**src/rtl/ds_rx_pkg.sv**
```systemverilog
package ds_rx_pkg;
  localparam int DATA_W = 8;
  localparam int CTRL_W = 2;

  // Control code as {second payload bit, first payload bit}
  typedef enum logic [1:0] {
    CC_FCT     = 2'b00,
    CC_EOP_EXC = 2'b01,
    CC_EOP_OK  = 2'b10,
    CC_ESC     = 2'b11
  } ctrl_code_e;
endpackage

```
**src/rtl/ds_rx_bitsync.sv**
```systemverilog
module ds_rx_bitsync #(
  parameter int STAGES = 2
) (
  input  logic clk,
  input  logic rst,
  input  logic d_line,
  input  logic s_line,
  output logic bit_stb,
  output logic bit_val
);
  logic [STAGES-1:0] d_pipe, s_pipe;
  logic d_now, s_now, d_prev, s_prev;

  always_ff @(posedge clk) begin
    if (rst) begin
      d_pipe <= '0;
      s_pipe <= '0;
      d_prev <= 1'b0;
      s_prev <= 1'b0;
    end else begin
      d_pipe <= {d_pipe[STAGES-2:0], d_line};
      s_pipe <= {s_pipe[STAGES-2:0], s_line};
      d_prev <= d_now;
      s_prev <= s_now;
    end
  end

  assign d_now   = d_pipe[STAGES-1];
  assign s_now   = s_pipe[STAGES-1];
  assign bit_stb = (d_now ^ s_now) != (d_prev ^ s_prev);
  assign bit_val = d_now;

  // a bit is lost if both wires move inside one sample period
  one_line_moves_chk: assert property (@(posedge clk) disable iff (rst)
    $countones({d_now ^ d_prev, s_now ^ s_prev}) <= 1);
endmodule

```
**src/rtl/ds_rx_framer.sv**
```systemverilog
module ds_rx_framer
  import ds_rx_pkg::*;
(
  input  logic              clk,
  input  logic              rst,
  input  logic              bit_stb,
  input  logic              bit_val,
  output logic              data_vld_o,
  output logic [DATA_W-1:0] data_o,
  output logic              eop_vld_o,
  output logic              eop_exc_o,
  output logic              fct_o,
  output logic              null_o,
  output logic              esc_err_o,
  output logic              par_err_o,
  output logic              first_o
);
  localparam int DATA_LAST = 1 + DATA_W;
  localparam int CTRL_LAST = 1 + CTRL_W;
  localparam int CNT_W     = $clog2(DATA_LAST + 1);

  logic [CNT_W-1:0]  cnt;
  logic [DATA_W-1:0] sr, sr_next;
  logic              is_ctrl, par_bit, cur_par, prev_par;
  logic              have_prev, esc_pend, seen_char, char_done;
  ctrl_code_e        code;

  assign sr_next   = {bit_val, sr[DATA_W-1:1]};
  assign code      = ctrl_code_e'(sr_next[DATA_W-1 -: CTRL_W]);
  assign char_done = is_ctrl ? (cnt == CNT_W'(CTRL_LAST))
                             : (cnt == CNT_W'(DATA_LAST));

  always_ff @(posedge clk) begin
    data_vld_o <= 1'b0;
    eop_vld_o  <= 1'b0;
    fct_o      <= 1'b0;
    null_o     <= 1'b0;
    esc_err_o  <= 1'b0;
    par_err_o  <= 1'b0;
    first_o    <= 1'b0;
    if (rst) begin
      cnt       <= '0;
      sr        <= '0;
      is_ctrl   <= 1'b0;
      par_bit   <= 1'b0;
      cur_par   <= 1'b0;
      prev_par  <= 1'b0;
      have_prev <= 1'b0;
      esc_pend  <= 1'b0;
      seen_char <= 1'b0;
      data_o    <= '0;
      eop_exc_o <= 1'b0;
    end else if (bit_stb) begin
      if (cnt == '0) begin
        par_bit <= bit_val;
        cnt     <= CNT_W'(1);
      end else if (cnt == CNT_W'(1)) begin
        is_ctrl <= bit_val;
        cur_par <= 1'b0;
        if (have_prev && !(prev_par ^ par_bit ^ bit_val))
          par_err_o <= 1'b1;
        cnt <= CNT_W'(2);
      end else begin
        sr      <= sr_next;
        cur_par <= cur_par ^ bit_val;
        if (char_done) begin
          cnt       <= '0;
          prev_par  <= cur_par ^ bit_val;
          have_prev <= 1'b1;
          seen_char <= 1'b1;
          if (!seen_char) first_o <= 1'b1;
          if (!is_ctrl) begin
            esc_pend <= 1'b0;
            if (esc_pend) esc_err_o <= 1'b1;
            else begin
              data_vld_o <= 1'b1;
              data_o     <= sr_next;
            end
          end else begin
            case (code)
              CC_FCT: begin
                esc_pend <= 1'b0;
                if (esc_pend) null_o <= 1'b1;
                else          fct_o  <= 1'b1;
              end
              CC_EOP_OK, CC_EOP_EXC: begin
                esc_pend <= 1'b0;
                if (esc_pend) esc_err_o <= 1'b1;
                else begin
                  eop_vld_o <= 1'b1;
                  eop_exc_o <= (code == CC_EOP_EXC);
                end
              end
              default: begin
                if (esc_pend) begin
                  esc_err_o <= 1'b1;
                  esc_pend  <= 1'b0;
                end else begin
                  esc_pend <= 1'b1;
                end
              end
            endcase
          end
        end else begin
          cnt <= cnt + 1'b1;
        end
      end
    end
  end

  // the bit counter never passes the end of a data character
  cnt_range_chk: assert property (@(posedge clk) disable iff (rst)
    cnt <= CNT_W'(DATA_LAST));


  one_kind_chk: assert property (@(posedge clk) disable iff (rst)
    $onehot0({data_vld_o, eop_vld_o, fct_o, null_o, esc_err_o}));


  null_after_esc_chk: assert property (@(posedge clk) disable iff (rst)
    null_o |-> $past(esc_pend));


  no_first_parity_chk: assert property (@(posedge clk) disable iff (rst)
    par_err_o |-> $past(have_prev));
endmodule

```
**src/rtl/ds_rx_linkwatch.sv**
```systemverilog
module ds_rx_linkwatch #(
  parameter int LIMIT = 43
) (
  input  logic clk,
  input  logic rst,
  input  logic bit_stb,
  output logic disc_o
);
  localparam int CW = $clog2(LIMIT + 1);

  logic [CW-1:0] quiet;
  logic          armed;

  always_ff @(posedge clk) begin
    if (rst) begin
      quiet  <= '0;
      armed  <= 1'b0;
      disc_o <= 1'b0;
    end else if (bit_stb) begin
      armed <= 1'b1;
      quiet <= '0;
    end else if (armed && !disc_o) begin
      if (quiet == CW'(LIMIT - 1)) disc_o <= 1'b1;
      else                         quiet  <= quiet + 1'b1;
    end
  end


  disc_sticky_chk: assert property (@(posedge clk) disable iff (rst)
    disc_o |=> disc_o);


  disc_unarmed_chk: assert property (@(posedge clk) disable iff (rst)
    !armed |-> !disc_o);
endmodule

```
**src/rtl/ds_char_rx.sv**
```systemverilog
module ds_char_rx
  import ds_rx_pkg::*;
#(
  parameter int SYNC_STAGES = 2,
  parameter int DISC_CYCLES = 43
) (
  input  logic              clk,
  input  logic              rst,
  input  logic              d_line,
  input  logic              s_line,
  output logic              data_valid,
  output logic [DATA_W-1:0] data_byte,
  output logic              eop_valid,
  output logic              eop_exc,
  output logic              fct_pulse,
  output logic              null_pulse,
  output logic              esc_err,
  output logic              parity_err,
  output logic              first_char,
  output logic              disconnect
);
  logic bit_stb, bit_val;

  ds_rx_bitsync #(.STAGES(SYNC_STAGES)) u_sync (
    .clk(clk), .rst(rst), .d_line(d_line), .s_line(s_line),
    .bit_stb(bit_stb), .bit_val(bit_val)
  );

  ds_rx_framer u_frame (
    .clk(clk), .rst(rst), .bit_stb(bit_stb), .bit_val(bit_val),
    .data_vld_o(data_valid), .data_o(data_byte),
    .eop_vld_o(eop_valid), .eop_exc_o(eop_exc),
    .fct_o(fct_pulse), .null_o(null_pulse), .esc_err_o(esc_err),
    .par_err_o(parity_err), .first_o(first_char)
  );

  ds_rx_linkwatch #(.LIMIT(DISC_CYCLES)) u_watch (
    .clk(clk), .rst(rst), .bit_stb(bit_stb), .disc_o(disconnect)
  );


  reset_quiet_chk: assert property (@(posedge clk)
    $past(rst) |-> !(data_valid | eop_valid | fct_pulse | null_pulse |
                     esc_err | parity_err | first_char | disconnect));
endmodule

```
**config.mk**
```make
export PLATFORM = sky130hd
export DESIGN_NAME = ds_char_rx
export DESIGN_NICKNAME = d
export VERILOG_FILES = /design/src/rtl/ds_rx_pkg.sv /design/src/rtl/ds_rx_bitsync.sv /design/src/rtl/ds_rx_framer.sv /design/src/rtl/ds_rx_linkwatch.sv /design/src/rtl/ds_char_rx.sv
export SDC_FILE = /design/constraint.sdc
export NUM_CORES = 1
export LEC_CHECK = 0
export BUFFER_PORTS_ARGS = -buffer_cell sky130_fd_sc_hd__buf_2
export CAP_MARGIN = 20
export CORE_ASPECT_RATIO = 0.7
export CORE_MARGIN = 4
export CORE_UTILIZATION = 30
export CTS_CLUSTER_DIAMETER = 100
export DETAILED_ROUTE_END_ITERATION = 7
export GPL_TIMING_DRIVEN = 0
export PLACE_DENSITY_LB_ADDON = 0.1
export SLEW_MARGIN = 30
export SYNTH_ARGS = -nofsm -noshare
export SYNTH_HDL_FRONTEND = slang
export SYNTH_SLANG_ARGS = --single-unit
```
**constraint.sdc**
```tcl
create_clock -name clk -period 2.1 [get_ports clk]
set_clock_uncertainty 0.1 [all_clocks]
set_input_delay 0.105 -clock clk [delete_from_list [all_inputs] [get_ports clk]]
set_output_delay 0.105 -clock clk [all_outputs]
set_load 0.005 [all_outputs]
```
# Yosys cells after proc, flatten, opt, wreduce, memory -nomap -nowiden
# Cells that the tools add are included.
[totals]
out_inout_bits = 17
reg_bits = 48
[op_classes]
bitwise_logic = 14
reduce_logical = 23
n_mux = 13
eq_ne = 7
add_sub_neg = 2
[op_table]
columns = ["op", "count"]
rows = [
  ["$reduce_or 7->1", 2],
  ["$mux 4", 3],
  ["$mux 1", 10],
  ["$not 1->1", 9],
  ["$reduce_and 3->1", 3],
  ["$reduce_and 7->1", 1],
  ["$add 6x1->6 const B", 1],
  ["$eq 6x6->1 const B", 1],
  ["$reduce_and 2->1", 3],
  ["$reduce_and 6->1", 1],
  ["$reduce_or 6->1", 1],
  ["$reduce_or 5->1", 1],
  ["$xor 1x1->1", 5],
  ["$add 4x1->4 const B", 1],
  ["$eq 4x1->1 const B", 1],
  ["$eq 4x2->1 const B", 1],
  ["$eq 4x4->1 const B", 1],
  ["$logic_not 4->1", 1],
  ["$reduce_and 4->1", 1],
  ["$reduce_or 2->1", 2],
  ["$reduce_or 4->1", 1],
  ["$reduce_or 3->1", 1],
  ["$eq 2x1->1 const B", 1],
  ["$eq 2x2->1 const B", 1],
  ["other kinds (4)", 6],
]

# Logic depth before layout (Yosys ltp)
# Gate-level depths: netlist of run 1.
[depth]
word_depth = 5
ltp_mapped = 7
mapped_depth_nobuf = 6

# Modules after synthesis
# A second synthesis of run 1 with hierarchy kept.
[unflattened]
hier_cells = 208
area_unflattened_um2 = 1983.2
[by_module_without_submodules]
columns = ["mod", "cells_per_inst", "seq_area_each_um2", "area_per_inst_um2", "instances"]
rows = [
  ["ds_rx_framer", 148, 660.6, 1413.9, 1],
  ["ds_rx_linkwatch", 45, 160.2, 385.4, 1],
  ["ds_rx_bitsync", 15, 120.1, 183.9, 1],
]

# Least setup slack after synthesis of run 1
# Ideal clock, no wire load.
[synth_path]
path_kind = "register to register"
start = "register u_frame.cnt[0]"
end = "register u_frame.eop_exc_o"
setup_slack_ns = 0.198
t_required_ns = 1.899
path_stages_with_launch = 6
arrival_ns = 1.701
period_less_slack_ns = 1.902
setup_ns = 0.101
cell_sequence = "dfxtp_1 inv_1 ha_1 o21ai_1 nand3_1 o41ai_1"
[synth_via]
elab_chain_cells = 3
word_cells_on_any_way = 8
cone_classes = "eq/ne (3); mux (1); bitwise (2); reduce/logical (2)"
[synth_rtl]
columns = ["item", "line_no", "text"]
rows = [
  ["start: declaration", "ds_rx_framer.sv:22", "logic [CNT_W-1:0] cnt;"],
  ["start signal: assignment", "ds_rx_framer.sv:105", "cnt <= cnt + 1'b1;"],
  ["$eq 4x4->1, or another cell as far along", "ds_rx_framer.sv:31", ": (cnt == CNT_W'(DATA_LAST));"],
  ["$mux 1 or $not 1->1 (tied branches)", "-", ""],
  ["$reduce_and 7->1 (no line) (*)", "-", ""],
  ["end signal: assignment", "ds_rx_framer.sv:91", "eop_exc_o <= (code == CC_EOP_EXC);"],
  ["end: declaration", "ds_rx_framer.sv:11", "output logic eop_exc_o,"],
]
# Mark *: on every way between the ends. The rest lies on a longest branch, timed or not.
# A chain may end at the register's enable or synchronous reset.

# Worst setup path in the final report of run 1
[layout_path]
start = "register u_sync.d_pipe[1]"
end = "register u_frame.eop_exc_o"
[layout_via]
elab_chain_cells = 3
word_cells_on_any_way = 6
cone_classes = "eq/ne (3); bitwise (1); reduce/logical (2)"
[layout_rtl]
columns = ["item", "line_no", "text"]
rows = [
  ["start: declaration", "ds_rx_bitsync.sv:11", "logic [STAGES-1:0] d_pipe, s_pipe;"],
  ["start signal: assignment", "ds_rx_bitsync.sv:21", "d_pipe <= {d_pipe[STAGES-2:0], d_line};"],
  ["$eq 2x2->1, or another cell as far along", "ds_rx_framer.sv:80", "case (code)"],
  ["$reduce_or 2->1 or $ne 1x1->1 (tied branches)", "-", ""],
  ["$reduce_and 7->1 (no line)", "-", ""],
]
# Parallel ways exist; a longest one is shown, timed or not.

==> impl_metrics.tcl, run 1 <==
set metrics [dict create \
    status "finished, final reports clean" \
    ant_nets 0 \
    final_util_pct 36.7 \
    finalCritPeriodShare_pct 92.7 \
    multiInputGateArea_sq_um 1120 \
    diodes 0 \
    seqCellArea_sq_um 943 \
    gp_congestion 0.763 \
    rsz0062_at_grt "false" \
    coreArea_sq_um 6760 \
    crit_buf_inv 1 \
    finalNonFillerCells 340 \
    drive_gt1_share_pct 18.7 \
    total_power_uw 1650 \
    hold_end "u_frame.eop_exc_o" \
    antenna_found_initial 0 \
    synthDistinctLibCells 43 \
    setup_violations 0 \
    max_freq_mhz 514 \
    power.density_nw_per_um2 666 \
    port-buffer-count 20 \
    io_pins 21 \
    critical_path.max_stage_delay_ns 0.42 \
    viasPerCell 4.67 \
    wire_per_inst_microns 13.8 \
    ff2ff_setup_slack_ns 0.15 \
    syn_inst 216 \
    htreeDepth 2 \
    wl_microns 4700 \
    track_usage_pct 11.8 \
    die_x_microns 108 \
    yosysSeqAreaShare_pct 45.0 \
    drv_slew 0 \
    cp.required_ns 2.20 \
    p_leak_uw 0.000914 \
    finalHoldViolCount 0 \
    clock_path_buffers 2 \
    maxCapViolCount 0 \
    initial_core_util_pct 31.0 \
    grt_max_degree 15 \
    cts_buffers 5 \
    cts_tree "yes" \
    path_cells "buf_6, xnor2_4, xnor2_2, nand3_2, o41ai_1" \
    cts_sinks 47 \
    vias 1587 \
    fin_nets 258 \
    ys.flop_type "dfxtp_1" \
    drc 0 \
    r2r_end "u_frame.eop_exc_o" \
    syn_area_sq_um 2090 \
    grt_overflow 0 \
    hold_depth 4 \
    ys_ff_latch 47 \
    clk_pin_slew_ns 0.09 \
    dpl.hpwl_microns 3240 \
    synth-edff-count 0 \
    worstSetupPathType "flop to flop" \
    holdWs_ns 0.0751 \
    critPathSlowestCell "xnor2_2" \
    grt_pass1_vias 1414 \
    synth_area_per_cell_sq_um 9.69 \
    critPathCaptureType "flop" \
    die_area_sq_um 8390 \
    fillers 729 \
    grt_pass1_wl_microns 7740 \
    fp.dieH_microns 77.9 \
    worstReg2RegStart "u_sync.d_pipe[1]" \
    min_from "rst" \
    synth_nets 228 \
    areaGrowthSynthToFinish_pct 18.7 \
    ir_worst_vdd_mv 0.244 \
    clockRootBuffer "clkbuf_8" \
    slew_headroom_pct 63.9 \
    drtIter0Drc 66 \
    min_path_type "input port to flop" \
    arrival_ns 2.04 \
    yosys_warnings 0 \
    async_flop_share_pct 0 \
    worstMarginPinSlew_ns 0.541 \
    start_kind "flop" \
    num_rows 25 \
    clk_latency_ns 0.30 \
    rr_worst_depth 5 \
    dr.pass1.iters 4 \
    dp.cells 330 \
    fin_crit_ns 1.95 \
    critPathTopFamily "XOR/XNOR gates" \
    cp_max_fo 9 \
]
==> tightest hold or removal path: stages <==
cell	delay [ns]
buf_2	0.14
nor2b_1	0.08
o41ai_2	0.05
o41ai_1	0.06
==> cell families after synthesis <==
family          count (synthesis)  share of synthesized area, %
mux                             9                          4.31
simple gates                   81                          23.1
fa+ha+maj                       8                          4.78
xor+xnor                       12                          7.00
flops                          47                          45.0
compound gates                 40                          12.0
buf+inv                        19                          3.83
==> power breakdown <==
part	internal [uW]	switching (uW)	total, uW
logic	67.2	130	197
registers	906	17.0	923
clock network	228	305	534
==> what timing repair did <==
item                                    CTS  global route
gates resized for setup                   2            11
pin swaps                                 1             0
hold buffers                              2             0
setup buffers                             1             0
hold endpoints to repair                  2             0
endpoints found under the setup margin   16            14
==> Yosys cell counts (all sizes together), types with 3 or more instances <==
cell / instances / area, sq um
nor2: 13 / 48.8
o31ai: 3 / 22.5
o21ai: 11 / 58.8
a21oi: 14 / 70.1
ha: 8 / 100
xor2: 6 / 67.6
nand2b: 19 / 119
a211oi: 3 / 22.5
nand2: 3 / 11.3
nand4: 3 / 18.8
nor4: 4 / 40.0
mux2i: 9 / 90.1
inv: 10 / 37.5
xnor2: 6 / 78.8
nor3: 7 / 35.0
nor2b: 8 / 50.1
clkbuf: 7 / 26.3
dfxtp: 47 / 941
nand3: 11 / 55.1
==> worst max path at each step <==
stage | start | to | slack [ns] | cells after the start
floorplan | u_frame.cnt[0] | u_frame.eop_exc_o | 0.20 | 5
global placement | u_frame.cnt[0] | u_frame.eop_exc_o | -0.43 | 5
detailed placement | u_frame.cnt[0] | u_frame.eop_exc_o | -0.33 | 5
CTS | u_frame.cnt[0] | u_frame.eop_exc_o | 0.008 | 5
global route | u_sync.d_pipe[1] | u_frame.eop_exc_o | 0.05 | 5
finish | u_sync.d_pipe[1] | u_frame.eop_exc_o | 0.15 | 5
==> cells in the final DEF, fill, tap and decap left out, types with 2 or more instances in the layout <==
master / synthesis / routed
a211oi_1: 3 / 3
a21oi_1: 14 / 14
a41oi_1: 2 / 2
and3b_1: 2 / 2
buf_2: 1 / 21
clkbuf_1: 7 / 5
clkbuf_2: 0 / 2
clkbuf_8: 0 / 5
dfxtp_1: 47 / 45
dfxtp_2: 0 / 2
dlygate4sd3_1: 0 / 2
ha_1: 8 / 8
inv_1: 10 / 10
mux2i_1: 9 / 9
nand2_1: 3 / 3
nand2b_1: 19 / 19
nand3_1: 11 / 10
nand4_1: 3 / 3
nor2_1: 13 / 13
nor2b_1: 8 / 8
nor3_1: 7 / 6
nor4_1: 3 / 3
nor4b_1: 2 / 2
nor4bb_1: 2 / 2
o21ai_1: 9 / 8
o31ai_1: 3 / 3
xnor2_1: 4 / 4
xor2_1: 4 / 4
==> per-stage QoR <==
stage	instance area (sq um)	TNS [ns]	setup WS (ns)
6_report	2480	0	0.154
5_1_grt	2480	0	0.0498
4_1_cts	2440	0	0.00784
3_5_place_dp	2310	-2.63	-0.325
3_3_place_gp	2310	-3.58	-0.427
2_1_floorplan	2090	0	0.198
==> metal layers <==
layer | wire length, microns | part of all wire [%] | vias to the layer above | track usage [%]
li1 | - | - | 815 | -
met1 | 2560 | 54 | 735 | 19.0
met2 | 1870 | 40 | 32 | 14.6
met3 | 234 | 5.0 | 5 | 3.33
met4 | 44 | 0.94 | 0 | 3.66
met5 | 0 | 0 | - | 0
==> sequential cells by signal, summed over array words and instances, names as in the netlist, 2 cells and up <==
register / count
u_frame.data_o: 8
u_frame.cnt: 4
u_frame.sr: 7
u_watch.quiet: 6
u_sync.d_pipe: 2
u_sync.s_pipe: 2
==> area by class of cell <==
type                       instances  share of cell area, %
tap                               94                   4.74
timing repair buffer              23                   5.65
inverter                          10                   1.51
clock inverter                     2                  0.554
clock buffer                       5                   2.77
buffer                             9                   1.81
multi-input combinational        150                   45.0
sequential                        47                   38.0
Power figures use the tool's default switching activity.
==> inputs of run 2 (changes only) <==
--- a/config.mk
+++ b/config.mk
@@ -12,7 +12,6 @@
 export CORE_UTILIZATION = 30
 export CTS_CLUSTER_DIAMETER = 100
 export DETAILED_ROUTE_END_ITERATION = 7
-export GPL_TIMING_DRIVEN = 0
 export PLACE_DENSITY_LB_ADDON = 0.1
 export SLEW_MARGIN = 30
 export SYNTH_ARGS = -nofsm -noshare
==> run 2 against run 1 <==
Against the previous run: highest routed layer unchanged; via count increased by 0.57%; global-route usage fell by 0.68 points; utilization rose by 0.85 points; design area increased by 2.3%; first-iteration DRC count down 21%; wire length fell by 6.2%; register-to-register slack better by 0.04 ns; critical path type unchanged; worst hold slack improved by 0.074 ns; critical endpoint unchanged.
==> impl_metrics.tcl, run 2 (same netlist as run 1, synthesis figures left out) <==
set metrics [dict create \
    finalCritPeriodShare_pct 90.7 \
    critical_path.max_stage_delay_ns 0.47 \
    viasPerCell 4.59 \
    cts_sinks 47 \
    start_kind "flop" \
    drive_gt1_share_pct 21.3 \
    antenna_found_initial 0 \
    maxCapViolCount 0 \
    rsz0062_at_grt "false" \
    grt_max_degree 29 \
    ant_nets 0 \
    drc 0 \
    path_cells "xor2_2, xnor2_2, nand3_2, o41ai_1" \
    vias 1596 \
    cp_max_fo 10 \
    clk_pin_slew_ns 0.09 \
    num_rows 25 \
    multiInputGateArea_sq_um 1090 \
    layout_common_cells "47 x dfxtp_1, 20 x buf_2, 19 x nand2b_1" \
    final_common_cell "dfxtp_1" \
    arrival_ns 1.99 \
    die_area_sq_um 8390 \
    wire_per_inst_microns 12.7 \
    status "finished, final reports clean" \
    cts_tree "yes" \
    setup_violations 0 \
    power.density_nw_per_um2 699 \
    io_pins 21 \
    wl_microns 4410 \
    grt_overflow 0 \
    grt_pass1_wl_microns 7430 \
    critPathSlowestCell "xnor2_2" \
    port-buffer-count 20 \
    coreArea_sq_um 6760 \
    min_path_type "input port to flop" \
    worstMarginPinSlew_ns 0.574 \
    cts_buffers 5 \
    top_register "u_frame.data_o" \
    largest_reg_flops 8 \
    diodes 0 \
    seqCellArea_sq_um 941 \
    worstSetupStartpoint "u_sync.s_prev" \
    grt_pass1_vias 1504 \
    place_worst_setup_slack_ns 0.0428 \
    postCtsSetupBuffers 0 \
    fin_ws_ns 0.194 \
    clockRootBuffer "clkbuf_8" \
    htreeDepth 2 \
    cp.required_ns 2.18 \
    min_from "rst" \
    critPathCaptureType "flop" \
    clk_latency_ns 0.29 \
    dr.pass1.iters 4 \
    ir_worst_vdd_mv 0.252 \
    track_usage_pct 11.1 \
    slew_headroom_pct 61.5 \
    setup-tns-final_ns 0 \
    max_freq_mhz 525 \
    final_util_pct 37.6 \
    drv_slew 0 \
    initial_core_util_pct 31.0 \
    reg_top3 "u_frame.data_o (8), u_frame.sr (7), u_watch.quiet (6)" \
    drtIter0Drc 52 \
    fin_nets 266 \
    p_leak_uw 0.000973 \
    worstSetupPathType "flop to flop" \
    areaGrowthSynthToFinish_pct 21.4 \
    clock_path_buffers 2 \
    finalHoldViolCount 0 \
    fin_crit_ns 1.91 \
    worstReg2RegStart "u_sync.s_prev" \
    die_x_microns 108 \
    fp.dieH_microns 77.9 \
    gp_congestion 0.783 \
    dpl.hpwl_microns 3180 \
    fillers 709 \
    total_power_uw 1770 \
]
==> run 2: cell types whose count changed in the layout (fill, tap and decap cells not counted), sizes merged <==
cell    before  now
buf         23   38
clkbuf      12    6
bufinv       0    1
clkinv       2    0
==> run 2: what timing repair did <==
item | in CTS | in global routing
setup endpoints to repair | 0 | 3
endpoints found under the hold margin | 2 | 0
hold buffers | 2 | 0
gates resized for setup | 0 | 2
==> run 2: routing by layer <==
metal | part of all wire (%) | vias to the layer above | GRT usage [%]
met1 | 55 | 729 | 16.5
met3 | 4.2 | 5 | 3.24
met4 | 1.1 | 0 | 3.03
met5 | 0 | - | 0
met2 | 40 | 23 | 15.6
li1 | - | 839 | -
==> run 2: final cells by class <==
cell class                 instances  share of cell area [%]
clock buffer                       6                    2.86
tap                               94                    4.63
multi-input combinational        150                    42.8
clock inverter                     1                    1.18
sequential                        47                    37.0
inverter                          10                    1.48
timing repair buffer              40                    10.0
==> run 2: final timing paths <==
kind	depth (start not counted)	slack (ns)	to
min	2	0.15	u_watch.disc_o
max reg2reg	4	0.19	u_frame.eop_exc_o
max	4	0.19	u_frame.eop_exc_o
min reg2reg	1	0.33	u_frame.first_o
==> run 2: report_power, final <==
part,total (uW),internal [uW],leakage (uW),switching [uW]
Sequential,920,906,0.000380,14.8
Combinational,211,87.7,0.000542,123
Clock,643,349,0.0000513,294
==> run 2: critical path: cells and delay by family (launching register included) <==
family / cells / cell delay, ns
AOI/OAI and AO/OA: 1 / 0.39
and+or+nand+nor: 1 / 0.28
xor gates and xnor gates: 2 / 0.68
DFF: 1 / 0.33
==> run 2: metrics by stage <==
stage	instances	hold slack (ns)	area (sq um)
4_1_cts	348	0.162	2520
3_3_place_gp	339	0.216	2400
5_1_grt	348	0.180	2540
3_5_place_dp	339	0.221	2400
2_1_floorplan	216	0.133	2090
6_report	348	0.149	2540
